<file path="src/rtl/pal_pkg.sv">
package pal_pkg;
    typedef enum logic [2:0] {
        CMD_NOP    = 3'd0,
        CMD_COMMIT = 3'd1,
        CMD_READ   = 3'd2,
        CMD_SECURE = 3'd3,
        CMD_ERASE  = 3'd4
    } cmd_e;

    typedef enum logic [2:0] {
        ST_IDLE,
        ST_COMMIT,
        ST_READ,
        ST_SECURE,
        ST_ERASE
    } state_e;
endpackage

</file>
<file path="src/rtl/pal_term.sv">
module pal_term #(
    parameter int unsigned LW = 24
) (
    input  logic [LW-1:0] fuse_i,
    input  logic [LW-1:0] line_i,
    output logic          hit_o
);
    // A disconnected line (fuse 0) never pulls the product low.
    assign hit_o = &(line_i | ~fuse_i);

    // An intact term holds a signal and its inverse at once.
    always_comb begin
        if (&fuse_i) AST_TERM_INTACT_ZERO: assert (hit_o == 1'b0);
    end
endmodule

</file>
<file path="src/rtl/pal_macrocell.sv">
module pal_macrocell #(
    parameter int unsigned N_SUM = 4,
    parameter int unsigned LW    = 24,
    localparam int unsigned TPO  = N_SUM + 1
) (
    input  logic [TPO*LW-1:0] fuse_i,
    input  logic              pol_i,
    input  logic [LW-1:0]     line_i,
    output logic              out_o,
    output logic              oe_o
);
    logic [TPO-1:0] hit;

    for (genvar t = 0; t < TPO; t++) begin : g_term
        pal_term #(.LW(LW)) u_term (
            .fuse_i (fuse_i[t*LW +: LW]),
            .line_i (line_i),
            .hit_o  (hit[t])
        );
    end

    logic sum;
    assign sum   = |hit[N_SUM-1:0];
    // Intact polarity bit holds the XOR input at 0.
    assign out_o = sum ^ ~pol_i;
    assign oe_o  = hit[N_SUM];
endmodule

</file>
<file path="src/rtl/pal_cfg_ctrl.sv">
module pal_cfg_ctrl
    import pal_pkg::*;
#(
    parameter int unsigned MAP_W = 484
) (
    input  logic             clk,
    input  logic             rst_n,
    input  logic             shift_i,
    input  logic             sdi_i,
    input  logic [2:0]       cmd_i,
    output logic [MAP_W-1:0] map_o,
    output logic             sdo_o
);
    state_e           state_q, state_d;
    logic [MAP_W-1:0] map_q, stage_q;
    logic             secure_q;

    always_comb begin
        state_d = ST_IDLE;
        if (state_q == ST_IDLE) begin
            unique case (cmd_e'(cmd_i))
                CMD_COMMIT: state_d = ST_COMMIT;
                CMD_READ:   state_d = ST_READ;
                CMD_SECURE: state_d = ST_SECURE;
                CMD_ERASE:  state_d = ST_ERASE;
                default:    state_d = ST_IDLE;
            endcase
        end
    end

    always_ff @(posedge clk or negedge rst_n) begin
        if (!rst_n) state_q <= ST_IDLE;
        else        state_q <= state_d;
    end

    always_ff @(posedge clk or negedge rst_n) begin
        if (!rst_n) begin
            map_q    <= '1;
            stage_q  <= '0;
            secure_q <= 1'b0;
        end else begin
            unique case (state_q)
                ST_IDLE: begin
                    if (shift_i) stage_q <= {stage_q[MAP_W-2:0], sdi_i};
                end
                ST_COMMIT: map_q <= stage_q;
                ST_READ:   stage_q <= secure_q ? '0 : map_q;
                ST_SECURE: secure_q <= 1'b1;
                ST_ERASE: begin
                    map_q    <= '1;
                    secure_q <= 1'b0;
                end
                default: ;
            endcase
        end
    end

    assign map_o = map_q;
    assign sdo_o = stage_q[MAP_W-1];

    AST_MAP_HELD: assert property (@(posedge clk) disable iff (!rst_n)
        (state_q != ST_COMMIT && state_q != ST_ERASE) |=> $stable(map_q));

    AST_SECURE_HIDES: assert property (@(posedge clk) disable iff (!rst_n)
        (state_q == ST_READ && secure_q) |=> (stage_q == '0));

    AST_ERASE_RESTORES: assert property (@(posedge clk) disable iff (!rst_n)
        (state_q == ST_ERASE) |=> (!secure_q && (&map_q)));

    AST_ACTION_ONE_CYCLE: assert property (@(posedge clk) disable iff (!rst_n)
        (state_q != ST_IDLE) |=> (state_q == ST_IDLE));
endmodule

</file>
<file path="src/rtl/pal_array.sv">
module pal_array #(
    parameter int unsigned N_IN  = 8,
    parameter int unsigned N_OUT = 4,
    parameter int unsigned N_SUM = 4
) (
    input  logic             clk,
    input  logic             rst_n,
    input  logic [N_IN-1:0]  in_i,
    input  logic [N_OUT-1:0] pin_fb_i,
    input  logic             cfg_shift_i,
    input  logic             cfg_sdi_i,
    input  logic [2:0]       cfg_cmd_i,
    output logic             cfg_sdo_o,
    output logic [N_OUT-1:0] pin_o,
    output logic [N_OUT-1:0] pin_oe
);
    localparam int unsigned N_SIG  = N_IN + N_OUT;
    localparam int unsigned LW     = 2 * N_SIG;
    localparam int unsigned TPO    = N_SUM + 1;
    localparam int unsigned TERM_W = N_OUT * TPO * LW;
    localparam int unsigned MAP_W  = TERM_W + N_OUT;

    logic [MAP_W-1:0] cfg_map;
    logic [N_SIG-1:0] sig;
    logic [LW-1:0]    lines;

    pal_cfg_ctrl #(.MAP_W(MAP_W)) u_ctrl (
        .clk     (clk),
        .rst_n   (rst_n),
        .shift_i (cfg_shift_i),
        .sdi_i   (cfg_sdi_i),
        .cmd_i   (cfg_cmd_i),
        .map_o   (cfg_map),
        .sdo_o   (cfg_sdo_o)
    );

    assign sig = {pin_fb_i, in_i};

    for (genvar k = 0; k < N_SIG; k++) begin : g_line
        assign lines[2*k]   = sig[k];
        assign lines[2*k+1] = ~sig[k];
    end

    for (genvar o = 0; o < N_OUT; o++) begin : g_cell
        pal_macrocell #(.N_SUM(N_SUM), .LW(LW)) u_cell (
            .fuse_i (cfg_map[o*TPO*LW +: TPO*LW]),
            .pol_i  (cfg_map[TERM_W + o]),
            .line_i (lines),
            .out_o  (pin_o[o]),
            .oe_o   (pin_oe[o])
        );
    end

    AST_ERASED_QUIET: assert property (@(posedge clk) disable iff (!rst_n)
        (&cfg_map) |-> (pin_oe == '0 && pin_o == '0));

    AST_RESET_RELEASE_QUIET: assert property (@(posedge clk) disable iff (!rst_n)
        $rose(rst_n) |-> (pin_oe == '0));
endmodule

</file>
<file path="config.mk">
export PLATFORM = sky130hd
export DESIGN_NAME = pal_array
export DESIGN_NICKNAME = d
export VERILOG_FILES = /design/src/rtl/pal_pkg.sv /design/src/rtl/pal_term.sv /design/src/rtl/pal_macrocell.sv /design/src/rtl/pal_cfg_ctrl.sv /design/src/rtl/pal_array.sv
export SDC_FILE = /design/constraint.sdc
export NUM_CORES = 2
export LEC_CHECK = 0
export ABC_AREA = 1
export ABC_CLOCK_PERIOD_IN_PS = 2000
export BUFFER_PORTS_ARGS = -buffer_cell sky130_fd_sc_hd__buf_2
export CORE_MARGIN = 3
export CORE_UTILIZATION = 60
export DETAILED_ROUTE_END_ITERATION = 8
export GPL_ROUTABILITY_DRIVEN = 0
export MAX_ROUTING_LAYER = met4
export PLACE_DENSITY = 0.79
export SYNTH_ARGS = -nofsm -noshare
export SYNTH_HDL_FRONTEND = slang
export SYNTH_SLANG_ARGS = --single-unit
</file>
<file path="constraint.sdc">
create_clock -name clk -period 2 [get_ports clk]
set_input_delay 0.2 -clock clk [delete_from_list [all_inputs] [get_ports clk]]
set_output_delay 0.2 -clock clk [all_outputs]
set_load 0.1 [all_outputs]
</file>
==> results.md <==
* Outcome: finished, violations left
* Failing checks: setup timing
* Worst ir drop on vdd at 0.8834 mV
* Dpl cell area at 0.04811 mm²
* Reg power frac at 48.5%
* Yosys top cell area share at 27.88%
* Yosys Warn Count at 0
* FFs w/ async S/R, synth at 100.0%
* Post-synth top area cell: dfstp_2
* Power Internal at 48.83 mW
* CP endpoint kind: output pin
* Highest clock rate at 0.4119 GHz
* Synth cell count leaders: o21ai_0 (1,311), nand2_1 (904), inv_1 (526), a21oi_1 (491), dfrtp_1 (488)
* Synth Cell Area at 0.04561 mm²
* Worst-Skew Late Latency at 0.66 ns
* Final wirelength at 120,400 µm
* Final Hold Fails at 0
* Vias in the first global route at 37.21k
* Chip Width at 281.7 µm
* Root Driver: clkbuf_16
* Final worst path period need at 2.428 ns
* Syn avg cell area at 8.129 µm²
* Worst-case clock buffer depth at 3
* Worst-margin pin slew at 0.6489 ns
* I/O Buffers at 27
* Crit share post-route at 121.4%
* Initial Util at 60.96%
* Synthesized Nets at 5,630
* Clock power frac at 26.1%
* Synth Flop Type: dfrtp_1
* RSZ-0062 raised after global routing: true
* Clock skew at 0.02074 ns
* Initial DRC count at 4,420
* Post-Synth XOR/XNOR Area at 0%
* PD cells at 1425 mW/mm²
* EDFF count, synth at 0
* Global-route wire length before repair at 195,900 µm
* Final worst slack at -0.4279 ns
* Via Count at 39.08k
* Comb power frac at 25.5%
* Ports at 28
* Flops & latches, synth at 972
* H-tree Lvls at 3
* Crit Path Class: reg -> out
* Post-Syn Instances at 5,611
* # setup viols final at 8
* # nets final at 5,532
* Fillers at 5,575
* CORE AREA at 0.07482 mm²
* Post-synthesis compound-gate area fraction at 25.57%
* Area growth from synthesis to layout at 14.03%
* Max-slew headroom at 56.74%
* Cell area after layout at 0.05201 mm²
* Worst-path maximum fanout at 3
* Via density at 5.951
* Slew Viols, Final at 0
* Crit path DAT at 2.23 ns
* Worst EP required at 1.80 ns
* Clock sink count at 972
* CTS buffer count at 99
* GRT Total Usage at 31.22%
* Leakage at 23.05 nW
* # rows at 100
* WL per Instance at 18.33 µm
* Hold WC Path Type: in -> async
* Clock slew at reported path FFs at 0.06 ns
* Register area share after synthesis at 54.65%
* Dpl cells at 6,367
* Count of unique library cells instantiated by Yosys at 28
* Overflow after GRT at 0
* Initial antenna violation count at 1
* Cells on worst reg2reg path at 7
* Die footprint at 0.07937 mm²
* Area contributors post-synth: dfstp_2 (28%), dfrtp_1 (27%), o21ai_0 (14%), nand2_1 (7.4%), a21oi_1 (5.4%)
* Sw Ratio at 34.12%
* CP startpoint kind: flip-flop
* First-pass DRT Iterations at 6
* Max Cap Viol at 0
* Adder-cell share of the synthesized area at 0%
* CTS tree: built
* Pre-CTS setup slack at -0.1122 ns
* Layout cell share with drive strength beyond 1 at 19.01%
* Largest net degree at the start of global routing at 148
* Final HPWL DP at 72,460 µm
* Largest family of logic cells by synthesized area: compound AO/OA/AOI/OAI gates
* Switch Pwr at 25.29 mW
* Fin cells at 6,567
* Count leader, synth: o21ai_0
* Simple-gate portion of the synthesized area at 11.35%
* Multiplexer share of the synthesized area at 0%
* Post-route ant nets at 0
* Die Y at 281.7 µm
* DRC viols at 0
==> what timing repair did <==
| action | CTS | global route |
|---|---|---|
| hold buffers | 6 | 0 |
| gates resized for setup | 99 | 121 |
| setup buffers | 5 | 6 |
| endpoints found under the setup margin | 8 | 26 |
| endpoints found under the hold margin | 292 | 0 |
| pin swaps | 40 | 55 |
==> logic make-up after synthesis <==
| logic type | count (synthesis) |
|---|---|
| AND/OR/NAND/NOR | 1342 |
| buffers and inverters | 985 |
| AO/OA/AOI/OAI | 2312 |
| flip-flops | 972 |
==> per-stage QoR <==
step	hold slack, ns	setup TNS, ns	utilization (%)	total power, mW
after floorplan	-0.09559	0	-	47.12
after global placement	0.1059	-0.2888	64.30	52.81
after detailed placement	0.1068	-0.5102	64.30	53.75
after CTS	0.004120	-2.444	69.20	73.66
after global routing	0.03486	-2.666	69.51	78.65
final	0.03019	-2.062	69.51	74.12
==> metal layers <==
layer | up-vias | track usage, % | part of all wire [%]
li1 | 18330 | - | -
met1 | 18980 | 43.17 | 42
met2 | 1487 | 47.36 | 46
met3 | 285 | 4.579 | 7.4
met4 | 0 | 11.46 | 3.9
met5 | - | - | 0
==> final cells by class <==
| class | instances | area, µm² | share of cell area, % |
|---|---|---|---|
| Sequential cell | 972 | 24930 | 47.94 |
| Tap cell | 969 | 1212 | 2.331 |
| Timing Repair Buffer | 252 | 3208 | 6.168 |
| Inverter | 534 | 2027 | 3.897 |
| Multi-Input combinational cell | 3654 | 17210 | 33.08 |
| Clock buffer | 157 | 3123 | 6.005 |
| Clock inverter | 28 | 297.8 | 0.5726 |
| Antenna cell | 1 | 2.502 | 0.004811 |
==> power groups by stage <==
stage	clock network, mW	logic [mW]	registers (mW)
2_1_floorplan	0	13.2	33.9
3_3_place_gp	0	17.4	35.5
3_5_place_dp	0	18.1	35.7
4_1_cts	19.5	18.5	35.6
5_1_grt	20.3	21.5	36.8
6_report	19.3	18.9	35.9
==> placed cells by master, fill, tap and decap left out, types with 3 or more instances in the layout <==
cell,instances
o21ai_2,24
o22ai_1,6
clkbuf_16,105
buf_2,18
nand4_1,23
nand2_4,6
nand3_2,9
clkbuf_1,22
nor3_4,3
clkinv_2,19
buf_12,107
buf_4,120
nand3_1,18
nand2_2,24
inv_2,66
inv_1,463
bufinv_16,6
a32oi_1,6
nor2_1,354
o21a_1,20
nor3_2,3
o21ai_1,499
clkbuf_8,30
nor2_2,22
clkinvlp_4,3
nand2_1,874
a21oi_1,490
dfrtp_1,486
dfstp_2,484
dlygate4sd3_1,6
inv_4,3
o21ai_0,1260
==> state kept, by name, indices dropped and copies added, names as in the netlist <==
name	flops
u_ctrl.secure_q	1
u_ctrl.map_o	484
u_ctrl.state_q	3
u_ctrl.stage_q	484
==> path summary, 6_finish.rpt <==
path,from,endpoint,slack [ns]
worst max-delay path,u_ctrl.map_o[124]$_DFFE_PN1P_,pin_o[1],-0.43
worst min-delay path,rst_n,u_ctrl.stage_q[281]$_DFFE_PN0P_,0.03
worst max register to register,u_ctrl.state_q[0]$_DFF_PN0_,u_ctrl.stage_q[61]$_DFFE_PN0P_,0.09
worst min register to register,u_ctrl.map_o[108]$_DFFE_PN1P_,u_ctrl.map_o[108]$_DFFE_PN1P_,0.47
max in group asynchronous,rst_n,u_ctrl.map_o[477]$_DFFE_PN1P_,1.00
min in group clk,cfg_shift_i,u_ctrl.stage_q[377]$_DFFE_PN0P_,0.06
==> worst max-delay path: stages, from the launching register on <==
cell and delay, ns:
dfstp_2 0.53, inv_2 0.05, o21a_1 0.16, nand2_1 0.08, nor2_2 0.05, nand3_1 0.12, nand2_4 0.10, nor2_2 0.10
nand2_1 0.07, nand2_2 0.13, buf_12 0.19
Power figures use the tool's default switching activity.
